===== config.mk =====
export PLATFORM = sky130hd
export DESIGN_NAME = osc_autotrim
export DESIGN_NICKNAME = d
export VERILOG_FILES = /design/src/rtl/osc_autotrim.sv
export SDC_FILE = /design/constraint.sdc
export NUM_CORES = 1
export LEC_CHECK = 0
export ABC_AREA = 1
export BUFFER_PORTS_ARGS = -buffer_cell sky130_fd_sc_hd__buf_2
export CORE_MARGIN = 1
export CORE_UTILIZATION = 38
export CTS_BUF_LIST = sky130_fd_sc_hd__clkbuf_8
export CTS_CLUSTER_SIZE = 40
export DETAILED_ROUTE_END_ITERATION = 8
export PLACE_DENSITY_LB_ADDON = 0.1
export SETUP_SLACK_MARGIN = 0.05
export SYNTH_ARGS = -nofsm -noshare
export SYNTH_HDL_FRONTEND = slang
export SYNTH_SLANG_ARGS = --single-unit

===== constraint.sdc =====
create_clock -name clk -period 10.4 [get_ports clk]
set_input_delay 1.56 -clock clk [delete_from_list [all_inputs] [get_ports clk]]
set_output_delay 1.56 -clock clk [all_outputs]
set_load 0.01 [all_outputs]

===== src/rtl/osc_autotrim.sv =====
module osc_autotrim #(
  parameter int CNT_W  = 16,
  parameter int CAL_W  = 8,
  parameter int TRIM_W = 6,
  parameter logic [CNT_W-1:0] LO_RST  = 16'd7980,
  parameter logic [CNT_W-1:0] MID_RST = 16'd8000,
  parameter logic [CNT_W-1:0] HI_RST  = 16'd8020
) (
  input  logic              clk,
  input  logic              rst_n,
  input  logic              enable,
  input  logic              osc_tick,
  input  logic              win_strobe,
  input  logic              reg_wr,
  input  logic [1:0]        reg_addr,
  input  logic [CNT_W-1:0]  reg_wdata,
  output logic [CNT_W-1:0]  reg_rdata,
  output logic [CAL_W-1:0]  cal_code,
  output logic [TRIM_W-1:0] trim_code
);
  localparam logic [CAL_W-1:0]  CAL_MAX  = '1;
  localparam logic [CAL_W-1:0]  CAL_MID  = {1'b1, {(CAL_W-1){1'b0}}};
  localparam logic [TRIM_W-1:0] TRIM_MAX = '1;
  localparam logic [TRIM_W-1:0] TRIM_MID = {1'b1, {(TRIM_W-1){1'b0}}};
  localparam logic [CNT_W-1:0]  CNT_MAX  = '1;
  localparam int PAD_W = CNT_W - CAL_W - TRIM_W;

  logic [CNT_W-1:0]  lo_q, mid_q, hi_q, cnt_q, prev_cnt_q, best_q;
  logic [CAL_W-1:0]  cal_q, prev_cal_q, cal_step;
  logic [TRIM_W-1:0] trim_q, prev_trim_q, trim_step;
  logic primed_q, stepped_q, up_q, locked_q, moved;

  assign cal_code  = cal_q;
  assign trim_code = trim_q;

  always_comb begin
    case (reg_addr)
      2'd0:    reg_rdata = lo_q;
      2'd1:    reg_rdata = mid_q;
      2'd2:    reg_rdata = hi_q;
      default: reg_rdata = {{PAD_W{1'b0}}, trim_q, cal_q};
    endcase
  end

  wire trig_lo = cnt_q <= lo_q;
  wire trig_hi = !trig_lo && cnt_q >= hi_q;
  wire [CNT_W-1:0] d_cur  = (cnt_q >= mid_q) ? cnt_q - mid_q : mid_q - cnt_q;
  wire [CNT_W-1:0] d_prev = (prev_cnt_q >= mid_q) ? prev_cnt_q - mid_q : mid_q - prev_cnt_q;
  wire crossed = stepped_q &&
                 (((cnt_q < mid_q) && (prev_cnt_q > mid_q)) ||
                  ((cnt_q > mid_q) && (prev_cnt_q < mid_q)));
  wire take_prev = (d_prev < d_cur) || ((d_prev == d_cur) && up_q);
  wire want_step = (trig_lo || trig_hi) && (!locked_q || d_cur > best_q);

  always_comb begin
    cal_step  = cal_q;
    trim_step = trim_q;
    moved     = 1'b0;
    if (trig_lo) begin
      if (trim_q != TRIM_MAX) begin
        trim_step = trim_q + 1'b1;
        moved     = 1'b1;
      end else if (cal_q != CAL_MAX) begin
        cal_step  = cal_q + 1'b1;
        trim_step = TRIM_MID;
        moved     = 1'b1;
      end
    end else if (trig_hi) begin
      if (trim_q != '0) begin
        trim_step = trim_q - 1'b1;
        moved     = 1'b1;
      end else if (cal_q != '0) begin
        cal_step  = cal_q - 1'b1;
        trim_step = TRIM_MID;
        moved     = 1'b1;
      end
    end
  end

  always_ff @(posedge clk or negedge rst_n) begin
    if (!rst_n) begin
      lo_q <= LO_RST;  mid_q <= MID_RST;  hi_q <= HI_RST;
      cal_q <= CAL_MID;  trim_q <= TRIM_MID;
      prev_cal_q <= CAL_MID;  prev_trim_q <= TRIM_MID;
      cnt_q <= '0;  prev_cnt_q <= '0;  best_q <= '0;
      primed_q <= 1'b0;  stepped_q <= 1'b0;  up_q <= 1'b0;  locked_q <= 1'b0;
    end else begin
      if (reg_wr) begin
        case (reg_addr)
          2'd0:    lo_q  <= reg_wdata;
          2'd1:    mid_q <= reg_wdata;
          2'd2:    hi_q  <= reg_wdata;
          default: ;
        endcase
      end
      if (!enable) begin
        cnt_q <= '0;  primed_q <= 1'b0;  stepped_q <= 1'b0;  locked_q <= 1'b0;
      end else if (win_strobe) begin
        cnt_q    <= {{(CNT_W-1){1'b0}}, osc_tick};
        primed_q <= 1'b1;
        if (primed_q) begin
          if (crossed) begin
            if (take_prev) begin
              cal_q  <= prev_cal_q;
              trim_q <= prev_trim_q;
            end
            best_q    <= take_prev ? d_prev : d_cur;
            locked_q  <= 1'b1;
            stepped_q <= 1'b0;
          end else if (want_step) begin
            locked_q    <= 1'b0;
            stepped_q   <= moved;
            up_q        <= trig_lo;
            prev_cnt_q  <= cnt_q;
            prev_cal_q  <= cal_q;
            prev_trim_q <= trim_q;
            cal_q       <= cal_step;
            trim_q      <= trim_step;
          end else begin
            stepped_q <= 1'b0;
          end
        end
      end else if (osc_tick && cnt_q != CNT_MAX) begin
        cnt_q <= cnt_q + 1'b1;
      end
    end
  end
endmodule



=== After elaboration in Yosys (flattened, before gate mapping) ===
Index checks and enable logic that the tools add are counted.

* Add/subtract/negate cells: 9
* Order comparisons: 10
* Equal/unequal tests: 15
* Multiplexer cells: 43
* Bitwise operators: 1
* Reduce and logical (&&, ||, !) cells: 29

{| class="wikitable"
|+ Operators by type and width
! cell !! count
|-
| $mux 16 || 6
|-
| $mux 8 || 9
|-
| $sub 16x16->16 || 4
|-
| $mux 6 || 9
|-
| $ge 16x16->1 || 3
|-
| $gt 16x16->1 || 3
|-
| $lt 16x16->1 || 3
|-
| $pmux 16 s3 || 1
|-
| $mux 1 || 18
|-
| $add 16x1->16 const B || 1
|-
| $eq 16x16->1 || 1
|-
| $le 16x16->1 || 1
|-
| $ne 16x16->1 const B || 1
|-
| $reduce_and 10->1 || 1
|-
| $ne 3x1->1 const B || 3
|-
| $add 8x1->8 const B || 1
|-
| $ne 8x8->1 const B || 1
|-
| $reduce_and 2->1 || 4
|-
| $reduce_and 8->1 || 1
|-
| $reduce_bool 8->1 || 1
|-
| $sub 8x1->8 const B || 1
|-
| $logic_and 1x1->1 || 7
|-
| $add 6x1->6 const B || 1
|-
| $ne 2x1->1 const B || 3
|-
| 17 further kinds || 23
|}

* Flip-flop bits (word level): 128
* Input port bits: 24
* Output and inout bits: 30
* Logic and storage cells: 121

=== Longest topological paths before layout ===
* Word-level depth: 10
* Gate-level depth with buffers: 33
* Gate-level depth less buffers: 31

=== Worst setup path after synthesis ===
No wires, ideal clock.

* Path type: flip-flop to flip-flop
* Start: register cnt_q[0]
* End: register trim_q[4] (netlist: trim_code[4])
* Setup time: 117 ps
* Data arrival time: 4122 ps
* Required time: 10283 ps
* Setup slack: 6161 ps
* Stages on the path, launching flop included: 32
* Buffers on the path: 2
* Period minus slack after synthesis: 4239 ps
* Path through: dfrtp_1 > inv_1 > ha_1 > inv_1 > fa_1 > nand2_1 > nand2_1 > nand2_1 > nand2_2 > nand2_2 > nand3_4 > buf_4 > inv_2 > nand2_1 > nor2_1 > a21oi_1 > o31a_1 > xor2_1 > inv_1 > ha_1 > nand4_1 > nor2_1 > nand3_1 > nor4_1 > nand2_1 > nand2_2 > nand2_4 > nand3_2 > nand2_4 > buf_6 > nand3_1 > nand2_1

* Longest elaborated chain between the ends: 7
* Elaborated cells between the ends (all ways): 31
* Those cells by class: add/sub: 2; order compare: 7; eq/ne: 3; mux: 4; reduce/logical: 15

{| class="wikitable"
|+ Ends and longest elaborated chain
! what !! line !! source
|-
| from (decl) || 28 || <nowiki>logic [CNT_W-1:0] lo_q, mid_q, hi_q, cnt_q, prev_cnt_q, best_q;</nowiki>
|-
| from (signal assigned) || 99 || <nowiki>cnt_q <= {{(CNT_W-1){1'b0}}, osc_tick};</nowiki>
|-
| from (signal assigned) || 124 || <nowiki>cnt_q <= cnt_q + 1'b1;</nowiki>
|-
| $sub 16x16->16, or another cell as far along || 47 || <nowiki>wire [CNT_W-1:0] d_cur = (cnt_q >= mid_q) ? cnt_q - mid_q : mid_q - cnt_q;</nowiki>
|-
| $mux 16 or $logic_not 1->1 (tied branches) || 47, 46 ||
|-
| $gt 16x16->1, or another cell as far along || 53 || <nowiki>wire want_step = (trig_lo || trig_hi) && (!locked_q || d_cur > best_q);</nowiki>
|-
| $logic_or 1x1->1 or $logic_and 1x1->1 (tied branches) || 53, 52 ||
|-
| $logic_and 1x1->1 or $logic_or 1x1->1 (tied branches) || 53, 52 ||
|-
| $reduce_bool 2->1 (no source line) or $ne 2x1->1 (tied branches) || -- ||
|-
| $reduce_and 8->1 (no source line) || -- ||
|-
| to (signal assigned) || 105 || <nowiki>trim_q <= prev_trim_q;</nowiki>
|-
| to (signal assigned) || 118 || <nowiki>trim_q <= trim_step;</nowiki>
|-
| to (decl) || 30 || <nowiki>logic [TRIM_W-1:0] trim_q, prev_trim_q, trim_step;</nowiki>
|}

Parallel ways exist; a longest one is shown, timed or not. The select of a mux whose other input is x is not followed.
A chain may end at the register's enable or synchronous reset.

=== Worst setup path after layout ===
* Start: register cnt_q[0]
* End: register stepped_q

* Longest elaborated chain between the ends: 10
* Elaborated cells between the ends (all ways): 25
* Those cells by class: add/sub: 2; order compare: 6; mux: 8; reduce/logical: 9

{| class="wikitable"
|+ Ends and longest elaborated chain
! what !! line !! source
|-
| $sub 16x16->16, or another cell as far along || 47 ||
|-
| $mux 16 or $logic_not 1->1 (tied branches) || 47, 46 ||
|-
| $gt 16x16->1 or $logic_and 1x1->1 (tied branches) || 53, 46 ||
|-
| $logic_or 1x1->1 or $mux 1 (tied branches) || 53, 68 ||
|-
| $logic_and 1x1->1 or $mux 1 (tied branches) || 53, 59 ||
|-
| $mux 1 || 110 || <nowiki>end else if (want_step) begin</nowiki>
|-
| $mux 1 * || 102 || <nowiki>if (crossed) begin</nowiki>
|-
| $mux 1 * || 101 || <nowiki>if (primed_q) begin</nowiki>
|-
| $mux 1 * || 98 || <nowiki>end else if (win_strobe) begin</nowiki>
|-
| $mux 1 * || 96 || <nowiki>if (!enable) begin</nowiki>
|-
| to (signal assigned) || 112 || <nowiki>stepped_q <= moved;</nowiki>
|-
| to (decl) || 31 || <nowiki>logic primed_q, stepped_q, up_q, locked_q, moved;</nowiki>
|}

Mark *: on every way between the ends. The rest lies on a longest branch, timed or not. The select of a mux whose other input is x is not followed.

==> metrics.cfg <==
[floorplanning]
die_area_um2 = 30100
num_rows = 62
ioPinCount = 54
die-width_um = 173
die_h_um = 173
core_um2 = 28800
start_util_pct = 38.8

[synthesis]
synth_edf_count = 0
synth_top_area_share_pct = 22.9
syn_area_um2 = 11200
synth_nets = 1665
ys_warn_count = 0
syn_inst = 1504
synth_ff_type = dfrtp_1
synth_area_leaders = dfrtp_1, ha_1, nand2_1
synth_area_per_cell_um2 = 7.43
async_flop_share_pct = 100
synth-seq-cells = 128
ys_types = 57
seq_area_frac_synth_pct = 29.0
synth_top_cell_by_area = dfrtp_1

[sta]
finalSetupViolCount = 0
slew_headroom_pct = 32.4
finClkSkew_ps = 19.3
rsz0062_at_grt = no
timing.final.crit_period_ps = 5600
setup_tns_ps = 0
post-route-period-util_pct = 53.9
worstMarginPinSlew_ps = 1010
drv_slew = 0
finalHoldViolCount = 0
clock.fmax_mhz = 178
holdWs_ps = 478

[setup_path]
timing.rr.start = cnt_q[0]
endpoint_kind = flip-flop
r2r-end = stepped_q
rr_worst_depth = 30
crit_type = reg -> reg
rrSetupSlack_ps = 4800
worstPathArrival_ps = 5980
slowest_stage = buf_4
cp_common_cell = nand2_1
worst_ep_required_time_ps = 10770
startpoint_type = flip-flop
slowest_delay_ps = 760
cp_max_fo = 63

[clock_tree]
holdBufCountCts = 0
cts.clk_slew.worst_paths_ps = 90
cts.path.max_buffers = 2
cts_tree = built
clock-sinks = 128
htreeDepth = 4
cts_made_buffers = 17
clk_latency_ps = 500
post_cts_buffers = 0
cts_resized = 0
cts_root_buf = clkbuf_8

[final_layout]
antenna_cells = 0
multi_input_area_um2 = 6810
register_area_um2 = 3240
final_common_cell = nand2_1
fillers = 2993
final_cell_count_no_fill = 1939
fin_area_um2 = 12200
drive_above_1_share_pct = 14.6
nets = 1704
synthToLayoutAreaGrowth_pct = 8.89
fin_util_pct = 42.3
final_cell_mix = nand2_1, inv_1, ha_1

[hold_path]
hold-path-cell-count = 2
hold_class = reg -> reg
min_to = prev_trim_q[5]
hold_start = prev_trim_q[5]

[placement]
dp_cells = 1908
hpwl_mm = 27.8
gp_congestion = 1.00
place_area_um2 = 11700
portBuffers = 53

[route]
wl_met1_mm = 17.8
vias_per_cell = 5.20
post_drt_wl_per_cell_um = 18.1
wl_met3_mm = 1.52
wl_met2_mm = 15.2
drcViolationCount = 0
dr.max_layer_used = met4
antenna_left = 0
drt_iter0_markers = 782
routed_wl_mm = 35.1
vias = 10082
first_pass_iters = 5

[global_route]
grt_pass1_vias = 9778
grt_pass1_wl_mm = 56.1
grt_usage_pct = 24.2
grt_antenna_before_repair = 0
grt-ovfl-total = 0
grt_start_max_net_pins = 70

[power_and_ir_drop]
vdd_drop_max_mv = 0.117
leakage_nw = 6.08
power_density_nw_per_um2 = 164

[status]
status = completed

[job]
maxCapViolations = 0

[power by group]
group	leakage, nW	switching, W	internal, W
Sequential	1.58	0.0000513	0.000558
Clock	0.205	0.000235	0.000250
Combinational	4.30	0.000598	0.000297
Total	6.08	0.000884	0.00111
[cell type report]
cell class	count	area share, %
multi-input combinational	1099	56.0
sequential	128	26.6
inverter	237	7.33
tap	384	3.95
timing repair buffer	60	2.66
clock buffer	19	2.15
clock inverter	12	1.30
[Yosys cell counts, types with 16 or more instances]
cell,count
nand2_1,331
o21ai_1,16
clkbuf_1,17
nand3_1,70
a21oi_1,104
xor2_1,36
inv_1,224
o21ai_0,122
nor2_1,60
nor3_1,17
dfrtp_1,102
o21ai_2,31
ha_1,132
nand2_2,45
dfstp_2,26
[cells by family (layout without fill, tap and decap cells)]
logic type	Yosys count	after routing	synth area share (%)
AOI/OAI and AO/OA	353	353	19.0
muxes	5	5	0.448
and+or+nand+nor	560	560	22.4
DFF	128	128	29.0
xor gates and xnor gates	44	44	3.45
buffers and inverters	277	328	10.0
adders and majority gates	137	137	15.7
[critical path: cells and delay by family, from the launching register on]
kind | cells | cell delay, ps
buffers and inverters | 6 | 1390
adders and majority gates | 3 | 910
xor gates and xnor gates | 1 | 300
DFF | 1 | 410
AOI/OAI and AO/OA | 2 | 370
and+or+nand+nor | 18 | 2120
[flip-flops by register name (all words and copies together) (netlist names)]
| name | cells |
|---|---|
| prev_cal_q | 8 |
| mid_q | 16 |
| cal_code | 8 |
| hi_q | 16 |
| stepped_q | 1 |
| primed_q | 1 |
| prev_trim_q | 6 |
| trim_code | 6 |
| up_q | 1 |
| cnt_q | 16 |
| lo_q | 16 |
| locked_q | 1 |
| prev_cnt_q | 16 |
| best_q | 16 |
[stage by stage]
| stage | total power [W] | worst slack, ps |
|---|---|---|
| global placement | 0.00150 | 4880 |
| finish | 0.00199 | 4800 |
| detailed placement | 0.00151 | 4770 |
| CTS | 0.00200 | 4740 |
| floorplan | 0.00125 | 6160 |
| global route | 0.00215 | 4240 |
[per-layer routing]
layer | up-vias | track usage [%]
met5 | - | 0
met4 | 0 | 6.12
met3 | 28 | 3.38
met2 | 259 | 37.0
met1 | 4755 | 35.6
li1 | 5040 | -
[worst max-delay path by stage]
stage | slack (ps) | start | endpoint
after floorplan | 6160 | cnt_q[0] | trim_code[4]
after global placement | 4880 | cnt_q[0] | stepped_q
after detailed placement | 4770 | cnt_q[0] | stepped_q
after CTS | 4740 | cnt_q[0] | stepped_q
after global routing | 4240 | cnt_q[0] | stepped_q
final | 4800 | cnt_q[0] | stepped_q
Power figures use the tool's default switching activity.
